`src/rtl/span_pkg.sv`:
```
package span_pkg;
  localparam int ADDR_W = 3;
  typedef logic [ADDR_W-1:0] addr_t;

  localparam addr_t A_PERIOD = 3'd0;
  localparam addr_t A_WIDTH  = 3'd1;
  localparam addr_t A_RUNCLR = 3'd2;
  localparam addr_t A_FLAGS  = 3'd3;
  localparam addr_t A_COUNT  = 3'd4;
  localparam addr_t A_STATUS = 3'd5;

  localparam int KIND_RISE = 0;
  localparam int KIND_FALL = 1;
  localparam int NUM_KINDS = 2;
endpackage

```
`src/rtl/span_edge_unit.sv`:
```
module span_edge_unit
  import span_pkg::*;
#(
  parameter int SYNC_STAGES = 2
) (
  input  logic                 clk,
  input  logic                 rst_n,
  input  logic                 pin_i,
  input  logic [NUM_KINDS-1:0] clr_i,
  output logic [NUM_KINDS-1:0] trig_o,
  output logic [NUM_KINDS-1:0] flags_o
);
  logic [SYNC_STAGES-1:0] sync_q;
  logic                   prev_q;
  logic                   level;
  logic [NUM_KINDS-1:0]   hit;

  always_ff @(posedge clk or negedge rst_n) begin
    if (!rst_n) begin
      sync_q <= '0;
      prev_q <= 1'b0;
    end else begin
      sync_q <= {sync_q[SYNC_STAGES-2:0], pin_i};
      prev_q <= sync_q[SYNC_STAGES-1];
    end
  end

  assign level           = sync_q[SYNC_STAGES-1];
  assign hit[KIND_RISE]  = level & ~prev_q;
  assign hit[KIND_FALL]  = ~level & prev_q;

  for (genvar k = 0; k < NUM_KINDS; k++) begin : g_kind
    logic flag_q;
    always_ff @(posedge clk or negedge rst_n) begin
      if (!rst_n)        flag_q <= 1'b0;
      else if (hit[k])   flag_q <= 1'b1;   // a new edge beats a clear
      else if (clr_i[k]) flag_q <= 1'b0;
    end
    assign trig_o[k]  = hit[k] & ~flag_q;
    assign flags_o[k] = flag_q;
  end
endmodule

```
`src/rtl/span_pwm_core.sv`:
```
module span_pwm_core #(
  parameter int CNT_W  = 32,
  parameter int DATA_W = 32
) (
  input  logic              clk,
  input  logic              rst_n,
  input  logic              start_i,
  input  logic              runclr_i,
  input  logic [DATA_W-1:0] period_i,
  input  logic [DATA_W-1:0] width_i,
  output logic              running_o,
  output logic [CNT_W-1:0]  count_o,
  output logic              pwm_o
);
  logic              run_q;
  logic [CNT_W-1:0]  cnt_q;
  logic [DATA_W-1:0] phase_q;
  logic [DATA_W-1:0] last_phase;

  assign last_phase = (period_i == '0) ? '0 : period_i - DATA_W'(1);

  always_ff @(posedge clk or negedge rst_n) begin
    if (!rst_n) begin
      run_q   <= 1'b0;
      cnt_q   <= '0;
      phase_q <= '0;
    end else if (!run_q) begin
      if (start_i) begin
        run_q   <= 1'b1;
        cnt_q   <= '0;
        phase_q <= '0;
      end
    end else if (runclr_i) begin
      run_q <= 1'b0;
    end else begin
      cnt_q   <= cnt_q + CNT_W'(1);
      phase_q <= (phase_q >= last_phase) ? '0 : phase_q + DATA_W'(1);
    end
  end

  assign running_o = run_q;
  assign count_o   = cnt_q;
  assign pwm_o     = run_q && (phase_q < width_i);
endmodule

```
`src/rtl/span_regs.sv`:
```
module span_regs
  import span_pkg::*;
#(
  parameter int DATA_W = 32,
  parameter int CNT_W  = 32
) (
  input  logic                 clk,
  input  logic                 rst_n,
  input  logic                 wr_i,
  input  addr_t                addr_i,
  input  logic [DATA_W-1:0]    wdata_i,
  output logic [DATA_W-1:0]    rdata_o,
  input  logic [CNT_W-1:0]     count_i,
  input  logic                 running_i,
  input  logic [NUM_KINDS-1:0] flags_i,
  output logic [DATA_W-1:0]    period_o,
  output logic [DATA_W-1:0]    width_o,
  output logic                 runclr_o,
  output logic [NUM_KINDS-1:0] clr_o
);
  logic [DATA_W-1:0] period_q, width_q;

  always_ff @(posedge clk or negedge rst_n) begin
    if (!rst_n) begin
      period_q <= '0;
      width_q  <= '0;
    end else if (wr_i) begin
      if (addr_i == A_PERIOD) period_q <= wdata_i;
      if (addr_i == A_WIDTH)  width_q  <= wdata_i;
    end
  end

  assign period_o = period_q;
  assign width_o  = width_q;
  assign runclr_o = wr_i && (addr_i == A_RUNCLR) && wdata_i[0];
  assign clr_o    = (wr_i && addr_i == A_FLAGS) ? wdata_i[NUM_KINDS-1:0] : '0;

  always_comb begin
    case (addr_i)
      A_PERIOD: rdata_o = period_q;
      A_WIDTH:  rdata_o = width_q;
      A_FLAGS:  rdata_o = DATA_W'(flags_i);
      A_COUNT:  rdata_o = DATA_W'(count_i);
      A_STATUS: rdata_o = DATA_W'(running_i);
      default:  rdata_o = '0;
    endcase
  end
endmodule

```
`src/rtl/gated_span_timer.sv`:
```
module gated_span_timer
  import span_pkg::*;
#(
  parameter int DATA_W      = 32,
  parameter int CNT_W       = 32,
  parameter int SYNC_STAGES = 2
) (
  input  logic              clk,
  input  logic              rst_n,
  input  logic              gate_pin_i,
  input  logic              bus_wr_i,
  input  logic [2:0]        bus_addr_i,
  input  logic [DATA_W-1:0] bus_wdata_i,
  output logic [DATA_W-1:0] bus_rdata_o,
  output logic              start_trig_o,
  output logic              stop_trig_o,
  output logic              pwm_o
);
  logic [NUM_KINDS-1:0] trig, flags, clr;
  logic                 runclr_hit, running;
  logic [CNT_W-1:0]     count;
  logic [DATA_W-1:0]    period, width;

  span_edge_unit #(.SYNC_STAGES(SYNC_STAGES)) u_edge (
    .clk, .rst_n, .pin_i(gate_pin_i), .clr_i(clr), .trig_o(trig), .flags_o(flags)
  );

  span_pwm_core #(.CNT_W(CNT_W), .DATA_W(DATA_W)) u_core (
    .clk, .rst_n, .start_i(trig[KIND_RISE]), .runclr_i(runclr_hit),
    .period_i(period), .width_i(width), .running_o(running),
    .count_o(count), .pwm_o(pwm_o)
  );

  span_regs #(.DATA_W(DATA_W), .CNT_W(CNT_W)) u_regs (
    .clk, .rst_n, .wr_i(bus_wr_i), .addr_i(bus_addr_i), .wdata_i(bus_wdata_i),
    .rdata_o(bus_rdata_o), .count_i(count), .running_i(running), .flags_i(flags),
    .period_o(period), .width_o(width), .runclr_o(runclr_hit), .clr_o(clr)
  );

  assign start_trig_o = trig[KIND_RISE];
  assign stop_trig_o  = trig[KIND_FALL];
endmodule

```
`config.mk`:
```
export PLATFORM = sky130hd
export DESIGN_NAME = gated_span_timer
export DESIGN_NICKNAME = d
export VERILOG_FILES = /design/src/rtl/span_pkg.sv /design/src/rtl/span_edge_unit.sv /design/src/rtl/span_pwm_core.sv /design/src/rtl/span_regs.sv /design/src/rtl/gated_span_timer.sv
export SDC_FILE = /design/constraint.sdc
export NUM_CORES = 1
export LEC_CHECK = 0
export ABC_AREA = 1
export BUFFER_PORTS_ARGS = -buffer_cell sky130_fd_sc_hd__buf_2
export CAP_MARGIN = 30
export CORE_MARGIN = 2
export CORE_UTILIZATION = 50
export CTS_BUF_LIST = sky130_fd_sc_hd__clkbuf_4 sky130_fd_sc_hd__clkbuf_8
export DETAILED_ROUTE_END_ITERATION = 10
export GPL_TIMING_DRIVEN = 0
export PLACE_DENSITY = 0.69
export SYNTH_ARGS = -nofsm -noshare
export SYNTH_HDL_FRONTEND = slang
export SYNTH_SLANG_ARGS = --single-unit
```
`constraint.sdc`:
```
create_clock -name clk -period 3.9 [get_ports clk]
set_input_delay 0 -clock clk [delete_from_list [all_inputs] [get_ports clk]]
set_output_delay 0 -clock clk [all_outputs]
set_load 0.01 [all_outputs]
```
==> results.py, run 1 <==
metrics = {
    "clock_network": {
        "clkSlewWorstSetupHoldPaths_ns": 0.08,
        "clk_path_buf_depth": 2,
        "cts.sinks": 134,
        "numCtsBuffers": 17,
        "htreeDepth": 4,
        "postCtsSetupBuffers": 0,
        "root_buffer": "clkbuf_8",
        "cts_tree": "done",
        "worstSkewPairLatency_ns": 0.47,
    },
    "pwr": {
        "p_leak_nw": 5.406,
        "power_density_nw_per_um2": 420.1,
        "ir_drop_mv": 0.3549,
        "total_power_mw": 4.633,
    },
    "detailed_routing": {
        "drtIter0Drc": 1007,
        "vias": 9502,
        "routed_via_density": 5.622,
        "drt_wl_total_mm": 31.37,
        "wl_per_cell_um": 18.56,
        "firstDrtPassIters": 7,
        "drc_errors": 0,
        "detail-route-antenna-nets": 0,
    },
    "global_route": {
        "grt_pass1_wl_mm": 48.80,
        "grt_max_degree": 81,
        "gr-total-overflow": 0,
        "grt_pass1_vias": 8936,
        "antenna_found_initial": 0,
        "grtUsageTotal_pct": 31.83,
    },
    "critical_path": {
        "critPathKind": "flop to flop",
        "required_ns": 4.29,
        "end_kind": "flop",
        "crit_path_frequent_cell": "nand2_1",
        "worstPathArrival_ns": 3.98,
        "cp_num_buf_inv": 2,
        "path_cells": "nor2_1 -> nand2_1 -> nor2_1 -> nand2_1 -> nor2_2 -> buf_4 -> a21oi_1 -> o21ai_1 -> ha_1 -> nand2_1 -> nor2_1 -> nor3_1 -> nand2_1 -> a21oi_4 -> nand3_4 -> clkbuf_4 -> a21oi_1",
        "crit_family": "simple AND/OR/NAND/NOR gates",
        "max_stage_delay_ns": 0.46,
        "r2r_setup_slack_ns": 0.32,
        "critPathMaxFanout": 10,
        "critPathLaunchType": "flop",
        "critPathSlowestCell": "dfrtp_1",
    },
    "sta": {
        "post-route-min-period_ns": 3.584,
        "tightest_slew_ns": 0.6098,
        "finalSetupViolations": 0,
        "fmax_mhz": 279.0,
        "max_slew_margin_pct": 59.34,
        "clock_skew_ns": 0.01367,
        "hold_viol": 0,
        "rsz0062_at_grt": "false",
        "period_share_pct": 91.91,
        "tns_ns": 0,
        "drv_slew": 0,
        "holdWs_ns": 0.02637,
    },
    "finish": {
        "design_area_um2": 11030,
        "antenna_cells": 0,
        "fin_nets": 1549,
        "nFillCells": 1773,
        "syn_to_final_growth_pct": 15.88,
        "drive_above_1_share_pct": 11.74,
    },
    "floorplan": {
        "initial_core_util_pct": 50.88,
        "fp-row-count": 50,
        "die_h_um": 142.0,
        "fp.dieW_um": 142.0,
        "die_area_um2": 20150,
        "core_area_um2": 18710,
        "ios": 74,
    },
    "yosys": {
        "ys_ff_latch": 134,
        "yosys_warnings": 0,
        "synth_ff_type": "dfrtp_1",
        "synth_edf_count": 0,
        "syn_inst": 1315,
        "synth_area_per_cell_um2": 7.237,
        "synth_top_area_share_pct": 35.24,
        "yosysSeqAreaShare_pct": 35.24,
        "synth_nets": 1421,
        "syn-cell-area_um2": 9517,
        "netlist_top_cells_area": "dfrtp_1, nand2_1, ha_1",
        "synth-async-reset-ratio_pct": 100.0,
        "synthDistinctLibCells": 47,
        "yosys.area.top_type": "dfrtp_1",
    },
    "hold_path": {
        "hp-class": "input port to flop",
    },
    "place": {
        "placement.io_buffers": 73,
        "hpwl_mm": 24.48,
        "gp_congestion": 0.9675,
        "placed_area_um2": 10210,
    },
    "flow_run": {
        "maxCapViolations": 0,
    },
    "status": {
        "status": "complete, no violations",
    },
}
==> sequential cells by signal, summed over array words and instances (netlist names) <==
name and flops:
u_edge.prev_q 1, u_core.phase_q 32, u_regs.period_o 32, u_core.count_o 32
u_edge.sync_q 2, u_core.running_o 1, u_regs.width_o 32, u_edge.g_kind.flag_q 2
==> power breakdown <==
part           switching, mW  internal, mW  leakage [nW]
Sequential             0.317          1.59          1.74
Clock                  0.596         0.737         0.219
Combinational          0.903         0.493          3.45
Total                   1.82          2.82          5.41
==> layer usage <==
| metal | share of wire, % | up-vias | wire [um] | global-route usage, % |
|---|---|---|---|---|
| met1 | 43 | 4494 | 13620 | 43.42 |
| met2 | 46 | 343 | 14500 | 50.69 |
| met3 | 7.1 | 65 | 2228 | 6.090 |
| met5 | 0 | - | 0 | 0 |
| met4 | 3.3 | 0 | 1020 | 11.74 |
| li1 | - | 4600 | - | - |
==> tightest hold or removal path, delay by kind of cell <==
| family | cells | cell delay (ns) |
|---|---|---|
| buffers and inverters | 1 | 0.16 |
| and+or+nand+nor | 3 | 0.23 |
| AOI/OAI and AO/OA | 1 | 0.07 |
==> cell type report <==
type | count | area (um2) | area share, %
repair buffers | 109 | 749.5 | 6.796
clock inverters | 12 | 175.2 | 1.588
well taps | 234 | 292.8 | 2.655
clock buffers | 20 | 269.0 | 2.439
multi-input cells | 952 | 5299 | 48.05
plain buffers | 33 | 153.9 | 1.396
inverters | 196 | 735.7 | 6.671
flip-flops and latches | 134 | 3353 | 30.41
==> cell usage after synthesis (2+ instances only) <==
| cell type | n |
|---|---|
| nand2_2 | 5 |
| o21bai_1 | 2 |
| a21oi_1 | 64 |
| xor2_1 | 26 |
| buf_2 | 7 |
| inv_2 | 8 |
| inv_1 | 188 |
| nor3_1 | 37 |
| nor2_4 | 7 |
| nand3_1 | 48 |
| nor2_1 | 110 |
| ha_1 | 67 |
| o21a_1 | 4 |
| o211ai_1 | 15 |
| and3_1 | 2 |
| nor2_8 | 2 |
| buf_6 | 2 |
| nor4_1 | 7 |
| o221ai_1 | 16 |
| clkbuf_1 | 23 |
| xnor2_1 | 6 |
| nor3_4 | 2 |
| nand3_2 | 5 |
| dfrtp_1 | 134 |
| a31oi_1 | 2 |
| o21ai_1 | 10 |
| nor2_2 | 7 |
| nor3_2 | 5 |
| nand3b_1 | 4 |
| o21ai_0 | 119 |
| o22ai_1 | 10 |
| or2_2 | 3 |
| o32ai_1 | 2 |
| nand4_1 | 29 |
| nand2_1 | 320 |
| nand2_4 | 6 |
==> cell families (layout without fill, tap and decap cells) <==
logic type | Yosys count | in the layout | share of synthesized area (%)
AND/OR/NAND/NOR | 600 | 600 | 28.65
AO/OA/AOI/OAI | 253 | 253 | 15.04
buffers and inverters | 229 | 370 | 9.322
flip-flops | 134 | 134 | 35.24
adder cells (fa/ha/maj) | 67 | 67 | 8.809
XOR/XNOR | 32 | 32 | 2.945
==> layout by cell type, fill, tap and decap left out, types with 3 or more instances in the layout <==
master	count
nor4_1	7
inv_1	188
xor2_1	26
clkbuf_8	19
dfrtp_1	134
o22ai_1	10
nor2_1	110
buf_6	3
nand4_1	29
nor2_4	7
nor2_2	7
ha_1	67
clkinvlp_4	3
o21ai_1	10
xnor2_1	6
nand3_2	5
clkinv_2	3
or2_2	3
bufinv_16	4
inv_2	8
nand3b_1	4
nand3_1	47
buf_2	78
o221ai_1	16
nor3_1	37
clkbuf_1	23
o21ai_0	119
a21oi_1	64
nand2_4	6
nor3_2	5
nand2_1	319
nand2_2	6
dlygate4sd3_1	35
o21a_1	4
o211ai_1	15
==> per-stage QoR <==
step	instances	worst slack, ns	utilization [%]
after floorplan	1315	1.123	-
after global placement	1622	0.2815	54.39
after detailed placement	1623	0.2507	54.58
after CTS	1690	0.2272	58.82
after global routing	1690	0.05027	58.96
final	1690	0.3156	58.96
==> final timing paths <==
path	depth (start not counted)	end	startpoint
max reg2reg	17	u_core.phase_q[0]	u_regs.period_o[5]
min	5	u_edge.g_kind[1].flag_q	bus_addr_i[2]
max	17	u_core.phase_q[0]	u_regs.period_o[5]
max in group asynchronous	3	u_regs.width_o[24]	rst_n
min in group asynchronous	2	u_core.phase_q[11]	rst_n
min reg2reg	0	u_edge.sync_q[1]	u_edge.sync_q[0]
==> what timing repair did <==
item / CTS / global route
setup endpoints to repair: 0 / 19
endpoints found under the hold margin: 130 / 0
hold buffers: 35 / 0
gates resized for setup: 0 / 5
(Power assumes the default switching activity.)
==> inputs of run 2 (changes only) <==
--- a/config.mk
+++ b/config.mk
@@ -11,9 +11,12 @@
 export CORE_MARGIN = 2
 export CORE_UTILIZATION = 50
 export CTS_BUF_LIST = sky130_fd_sc_hd__clkbuf_4 sky130_fd_sc_hd__clkbuf_8
+export CTS_CLUSTER_SIZE = 24
 export DETAILED_ROUTE_END_ITERATION = 10
 export GPL_TIMING_DRIVEN = 0
 export PLACE_DENSITY = 0.69
+export RECOVER_POWER = 50
 export SYNTH_ARGS = -nofsm -noshare
 export SYNTH_HDL_FRONTEND = slang
+export SYNTH_HIERARCHICAL = 1
 export SYNTH_SLANG_ARGS = --single-unit
==> run 2 against run 1 <==
The run now ends with max-capacitance violations, max-slew violations left. Power rose by 0.58%. Synthesized area rose by 5.8%. Clock skew rose by 0.0013 ns. Hold slack got worse by 0.021 ns. Final cell count rose by 15%. Via count rose by 11%. Final area rose by 3.9%. Non-clock buffer count rose by 12. Sequential cell count did not move. Die area rose by 5.6%. Maximum frequency fell by 3.9%. Combinational power rose by 9%.
==> results.py, run 2 <==
metrics = {
    "status": {
        "status": "complete, but fails checks",
        "violations": "max-capacitance violations, max-slew violations",
    },
    "clock_network": {
        "postCtsResizedCells": 0,
        "clkSlewWorstSetupHoldPaths_ns": 0.09,
        "cts_tree": "done",
        "numCtsBuffers": 17,
        "htreeDepth": 4,
        "root_buffer": "clkbuf_8",
        "postCtsSetupBuffers": 0,
        "clk_path_buf_depth": 2,
        "worstSkewPairLatency_ns": 0.47,
        "hold_buffers": 34,
        "cts.sinks": 134,
    },
    "global_route": {
        "gr-total-overflow": 0,
        "grt_util_met2_pct": 50.73,
        "grt_pass1_wl_mm": 51.50,
        "grt_max_degree": 83,
        "grtUsageTotal_pct": 30.61,
        "use_met3_pct": 4.639,
        "busiest_layer": "met2",
        "antenna_found_initial": 0,
        "grt_pass1_vias": 9813,
        "grt_use_met1_pct": 41.58,
    },
    "critical_path": {
        "critPathLaunchType": "flop",
        "critPathSlowestCell": "dfrtp_1",
        "worstPathArrival_ns": 4.13,
        "critPathKind": "flop to flop",
        "required_ns": 4.30,
        "crit_path_frequent_cell": "nand2_1",
        "reg2reg_depth": 17,
        "max_stage_delay_ns": 0.45,
        "path_cells": "inv_1 -> ha_1 -> nand2_1 -> nor2_1 -> nand2_1 -> nor2_1 -> xor2_1 -> nand2_1 -> ha_1 -> nand2_1 -> nor2_1 -> nor3b_1 -> nand2_1 -> nor2_1 -> buf_2 -> nand3_1 -> nand2_1",
        "end_kind": "flop",
        "critPathMaxFanout": 10,
    },
    "flow_run": {
        "maxCapViolations": 1,
    },
    "sta": {
        "rsz0062_at_grt": "false",
        "clock_skew_ns": 0.01498,
        "period_share_pct": 95.67,
        "tns_ns": 0,
        "hold_viol": 0,
        "tightest_slew_ns": 3.127,
        "fmax_mhz": 268.0,
        "drv_slew": 53,
        "post-route-min-period_ns": 3.731,
        "finalSetupViolations": 0,
        "max_slew_margin_pct": -108.4,
    },
    "yosys": {
        "yosys.area.top_type": "dfrtp_1",
        "syn_inst": 1545,
        "synth_top_area_share_pct": 33.31,
        "synth-async-reset-ratio_pct": 100.0,
        "synth_ff_type": "dfrtp_1",
        "synth_common_cells": "nand2_1, nor2_1, nand3_1, inv_1, dfrtp_1",
        "yosysMostFrequentCell": "nand2_1",
        "synth_edf_count": 0,
        "synth_nets": 1651,
        "synthDistinctLibCells": 40,
        "netlist_top_cells_area": "dfrtp_1, nand2_1, nand3_1",
        "yosys_warnings": 6,
        "synth_area_per_cell_um2": 6.516,
        "syn-cell-area_um2": 10070,
        "yosysSeqAreaShare_pct": 33.31,
        "ys_ff_latch": 134,
    },
    "floorplan": {
        "core_area_um2": 19590,
        "initial_core_util_pct": 51.39,
        "fp-row-count": 51,
        "ios": 74,
        "die_area_um2": 21290,
        "fp.dieW_um": 145.9,
        "die_h_um": 145.9,
    },
    "finish": {
        "final_cells": 1947,
        "syn_to_final_growth_pct": 13.87,
        "utilization_pct": 58.52,
        "drive_above_1_share_pct": 10.17,
        "nFillCells": 1934,
        "register_area_um2": 3353,
        "multiInputGateArea_um2": 5881,
        "design_area_um2": 11460,
        "layout_commonest_cell": "nand2_1",
        "fin_nets": 1775,
        "final_cell_mix": "nand2_1, nor2_1, nand3_1",
        "antenna_cells": 0,
    },
    "detailed_routing": {
        "drtIter0Drc": 859,
        "drc_errors": 0,
        "detail-route-antenna-nets": 0,
        "wl_per_cell_um": 16.54,
        "vias": 10540,
        "routed_via_density": 5.414,
        "firstDrtPassIters": 5,
        "drt_wl_total_mm": 32.20,
    },
    "place": {
        "placement.io_buffers": 70,
        "gp_congestion": 0.9772,
        "placed_area_um2": 10780,
        "dp_cells": 1881,
        "hpwl_mm": 24.23,
    },
    "pwr": {
        "p_leak_nw": 5.952,
        "p_clk_share_pct": 24.9,
        "p_int_mw": 2.635,
        "power_density_nw_per_um2": 406.5,
        "ir_drop_mv": 0.3256,
        "switching_share_pct": 43.46,
        "pwr-share-seq_pct": 42.6,
        "pwr-share-comb_pct": 32.6,
        "p_sw_mw": 2.025,
    },
    "hold_path": {
        "hp-class": "input port to flop",
        "min_path_cells": 6,
    },
}
==> run 2: changes by cell type after synthesis, moves of 17 or more <==
cell / before / now
a21oi_1: 64 / 47
buf_2: 7 / 35
inv_1: 188 / 147
nand2_1: 320 / 582
nand3_1: 48 / 168
nor2_1: 110 / 174
nor3_1: 37 / 15
o21ai_0: 119 / 29
==> run 2: power groups by stage <==
stage / sequential, mW / clock, mW / combinational (mW)
floorplan: 1.87 / 0 / 1.06
global placement: 2.00 / 0 / 1.42
detailed placement: 2.00 / 0 / 1.47
CTS: 1.97 / 1.18 / 1.50
global route: 2.02 / 1.25 / 1.72
finish: 1.98 / 1.16 / 1.52
==> run 2: cells by family (layout without fill, tap and decap cells) <==
family	count (synthesis)	in the layout	synth area share [%]
buffers and inverters	204	341	8.116
AND/OR/NAND/NOR	1011	1011	42.61
flip-flops	134	134	33.31
AO/OA/AOI/OAI	110	110	5.991
XOR/XNOR	19	19	1.653
adder cells (fa/ha/maj)	67	67	8.327
==> run 2: per-stage QoR <==
stage	total power [mW]	hold WS, ns	setup WS (ns)
floorplan	2.925	-0.2956	1.211
detailed placement	3.471	-0.004426	0.3041
CTS	4.659	0.006096	0.2877
finish	4.660	0.005565	0.1688
global placement	3.421	0.1107	0.3350
global route	4.987	0.002107	0.03279
==> run 2: layer usage <==
| layer | part of all wire, % | routed length (um) |
|---|---|---|
| met5 | 0 | 0 |
| met4 | 2.5 | 811 |
| met3 | 6.5 | 2106 |
| met2 | 48 | 15460 |
| met1 | 43 | 13830 |
==> run 2: critical path, delay by kind of cell (launching register included) <==
family,cells,cell delay (ns)
xor+xnor,1,0.17
fa+ha+maj,2,0.57
buf+inv,2,0.47
flops,1,0.45
simple gates,12,2.01
==> run 2: worst paths after layout <==
| kind | startpoint | to | slack (ns) |
|---|---|---|---|
| max in group asynchronous | rst_n | u_regs/period_o[19] | 1.01 |
| min in group asynchronous | rst_n | u_core/phase_q[6] | 1.10 |
| hold / removal | bus_addr_i[1] | u_edge/g_kind[1].flag_q | 0.006 |
| hold reg to reg | u_edge/sync_q[0] | u_edge/sync_q[1] | 0.35 |
| setup reg to reg | u_regs/period_o[0] | u_core/phase_q[27] | 0.17 |
| setup / recovery | u_regs/period_o[0] | u_core/phase_q[27] | 0.17 |
==> run 2: area by class of cell <==
class	instances	area share [%]
Multi-Input combinational cell	1207	51.30
Sequential cell	134	29.25
Timing Repair Buffer	105	6.254
Inverter	155	5.075
Tap cell	265	2.892
Clock buffer	18	2.107
Buffer	49	1.965
Clock inverter	14	1.157
==> inputs of run 3 (changes only) <==
--- a/config.mk
+++ b/config.mk
@@ -9,12 +9,12 @@
 export BUFFER_PORTS_ARGS = -buffer_cell sky130_fd_sc_hd__buf_2
 export CAP_MARGIN = 30
 export CORE_MARGIN = 2
-export CORE_UTILIZATION = 50
+export CORE_UTILIZATION = 57
 export CTS_BUF_LIST = sky130_fd_sc_hd__clkbuf_4 sky130_fd_sc_hd__clkbuf_8
 export CTS_CLUSTER_SIZE = 24
 export DETAILED_ROUTE_END_ITERATION = 10
 export GPL_TIMING_DRIVEN = 0
-export PLACE_DENSITY = 0.69
+export PLACE_DENSITY = 0.8
 export RECOVER_POWER = 50
 export SYNTH_ARGS = -nofsm -noshare
 export SYNTH_HDL_FRONTEND = slang
==> constraint.sdc (replaced) <==
create_clock -name clk -period 3.3 [get_ports clk]
set_input_delay 0 -clock clk [delete_from_list [all_inputs] [get_ports clk]]
set_output_delay 0 -clock clk [all_outputs]
set_load 0.01 [all_outputs]
==> run 3 against run 2 <==
The run ends with negative hold slack, max-capacitance violations, max-slew violations left. Die area decreased by 12%. Sequential share of layout area decreased by 0.25 points. Non-clock buffer count is 4 higher. Clock-buffer cell count shrank 1. Combinational power grew 22%. Sequential cell count did not move. Power up 21%. First-iteration DRC count up 33%. Maximum frequency rose by 19%. Hold slack got worse by 0.0076 ns. Clock skew increased by 0.0022 ns. Sequential power rose by 19%.
==> results.py, run 3 (synthesized netlist as in run 2, its figures left out) <==
metrics = {
    "detailed_routing": {
        "drtIter0Drc": 1144,
        "drc_errors": 0,
        "vias": 10760,
        "wl_per_cell_um": 16.49,
        "firstDrtPassIters": 9,
        "detail-route-antenna-nets": 0,
        "routed_via_density": 5.631,
        "drt_wl_total_mm": 31.51,
    },
    "finish": {
        "utilization_pct": 66.90,
        "fin_nets": 1779,
        "design_area_um2": 11570,
        "antenna_cells": 0,
        "final_cell_mix": "nand2_1, nand3_1, nor2_1",
        "layout_commonest_cell": "nand2_1",
        "nFillCells": 1537,
        "final_cells": 1911,
        "drive_above_1_share_pct": 11.98,
        "syn_to_final_growth_pct": 14.94,
    },
    "pwr": {
        "switching_share_pct": 43.12,
        "p_int_mw": 3.201,
        "total_power_mw": 5.628,
        "ir_drop_mv": 0.3459,
        "p_clk_share_pct": 25.2,
        "pwr-share-comb_pct": 33.0,
        "pwr-share-seq_pct": 41.8,
        "p_sw_mw": 2.427,
        "power_density_nw_per_um2": 486.4,
        "p_leak_nw": 6.020,
    },
    "critical_path": {
        "end_kind": "flop",
        "critPathCapture": "u_core/phase_q[27]",
        "worst-path-stages": 17,
        "crit_path_frequent_cell": "nand2_1",
        "timing.rr.end": "u_core/phase_q[27]",
        "reg2reg_depth": 17,
        "worstPathArrival_ns": 3.52,
        "path_cells": "inv_1 -> ha_4 -> nand2_2 -> nor2_4 -> nand2_1 -> nor2_1 -> xor2_1 -> nand2_1 -> ha_1 -> nand2_1 -> nor2_1 -> nand4_1 -> a21oi_2 -> nor2_4 -> clkbuf_4 -> nand3_1 -> nand2_1",
        "crit_family": "simple AND/OR/NAND/NOR gates",
        "r2r-start": "u_regs/period_o[0]",
        "critPathLaunch": "u_regs/period_o[0]",
        "critPathKind": "flop to flop",
        "critPathMaxFanout": 10,
        "r2r_setup_slack_ns": 0.15,
        "critPathSlowestCell": "dfrtp_1",
        "cp_num_buf_inv": 2,
        "required_ns": 3.67,
        "max_stage_delay_ns": 0.46,
        "critPathLaunchType": "flop",
    },
    "sta": {
        "clock_skew_ns": 0.01718,
        "setup_ws_ns": 0.1533,
        "post-route-min-period_ns": 3.147,
        "hold_viol": 2,
        "holdWs_ns": -0.002026,
        "finalSetupViolations": 0,
        "fmax_mhz": 317.8,
        "period_share_pct": 95.36,
        "tightest_slew_ns": 2.369,
        "max_slew_margin_pct": -57.95,
        "drv_slew": 40,
    },
    "place": {
        "dp_slack_ns": -0.1846,
        "placement.io_buffers": 70,
        "gp_congestion": 0.9424,
        "placed_area_um2": 10730,
        "dp_cells": 1841,
        "hpwl_mm": 23.31,
    },
    "floorplan": {
        "core_area_um2": 17300,
        "initial_core_util_pct": 58.20,
        "die_area_um2": 18740,
        "fp.dieW_um": 136.9,
        "ios": 74,
        "fp-row-count": 48,
        "die_h_um": 136.9,
    },
    "global_route": {
        "grtUsageTotal_pct": 34.40,
        "grt_pass1_wl_mm": 49.34,
        "antenna_found_initial": 0,
        "gr-total-overflow": 0,
        "grt_pass1_vias": 9924,
        "grt_max_degree": 96,
    },
    "clock_network": {
        "cts_tree": "done",
        "clkSlewWorstSetupHoldPaths_ns": 0.09,
        "clk_path_buf_depth": 2,
        "htreeDepth": 4,
        "root_buffer": "clkbuf_8",
        "cts.sinks": 134,
        "worstSkewPairLatency_ns": 0.48,
        "numCtsBuffers": 17,
    },
    "flow_run": {
        "maxCapViolations": 1,
    },
    "hold_path": {
        "hp-class": "input port to flop",
        "worstHoldStart": "bus_addr_i[1]",
    },
    "status": {
        "violations": "negative hold slack, max-capacitance violations, max-slew violations",
        "status": "complete, but fails checks",
    },
}
run 3: changes by cell type in the layout (fill, tap and decap cells not counted), moves of 2 or more:
| cell | delta |
|---|---|
| nor2_1 | -11 |
| nor2_2 | +8 |
| buf_4 | +6 |
| clkbuf_1 | -6 |
| nand2_1 | -4 |
| nand2_2 | +4 |
| clkbuf_4 | +3 |
| nor2_4 | +3 |
| clkinv_4 | -2 |
| dfrtp_1 | -2 |
| dfrtp_2 | +2 |
run 3: worst min path at each step:
stage / cells after the start / slack [ns] / endpoint
after CTS: 2 / 0.004 / u_core/phase_q[2]
after floorplan: 0 / -0.30 / u_core/count_o[0]
after global placement: 1 / 0.11 / u_edge/sync_q[0]
after detailed placement: 1 / -0.06 / u_core/phase_q[2]
final: 6 / -0.002 / u_edge/g_kind[1].flag_q
after global routing: 3 / 0.03 / u_regs/width_o[0]
run 3: cell type report:
class / count / area (um2) / share of cell area [%]
inverters: 155 / 581.8 / 5.028
clock inverters: 15 / 157.7 / 1.362
plain buffers: 49 / 247.7 / 2.141
clock buffers: 17 / 234.0 / 2.022
repair buffers: 109 / 747.0 / 6.455
well taps: 225 / 281.5 / 2.433
multi-input cells: 1207 / 5966 / 51.56
flip-flops and latches: 134 / 3356 / 29.00
run 3: layer usage:
| metal | vias up | global-route usage, % | share of wire, % |
|---|---|---|---|
| met4 | 0 | 14.15 | 3.8 |
| met3 | 90 | 6.593 | 8.7 |
| met1 | 4955 | 45.12 | 40 |
| met2 | 528 | 55.97 | 47 |
| li1 | 5187 | - | - |
| met5 | - | 0 | 0 |
run 3: power by group through the flow:
stage	Combinational [mW]	Clock, mW	Sequential [mW]
finish	1.86	1.42	2.35
floorplan	1.25	0	2.21
detailed placement	1.73	0	2.36
global route	2.09	1.51	2.39
global placement	1.66	0	2.35
CTS	1.78	1.44	2.33
run 3: stage by stage:
stage | hold slack (ns) | TNS, ns
after floorplan | -0.2956 | 0
after global placement | 0.1104 | -3.455
after detailed placement | -0.05920 | -4.675
after CTS | 0.003549 | 0
after global routing | 0.03233 | -0.3887
final | -0.002026 | 0
run 3: worst register-to-register path, delay by kind of cell, from the launching register on:
kind,cells,cell delay [ns]
xor gates and xnor gates,1,0.16
adders and majority gates,2,0.48
buffers and inverters,2,0.40
AOI/OAI and AO/OA,1,0.22
DFF,1,0.46
and+or+nand+nor,11,1.33
run 3: what timing repair did:
item / CTS / global route
buffers inserted: 0 / 4
hold buffers: 34 / 0
pin swaps: 0 / 3
resized for setup: 4 / 33
endpoints found under the setup margin: 30 / 32
endpoints found under the hold margin: 201 / 0
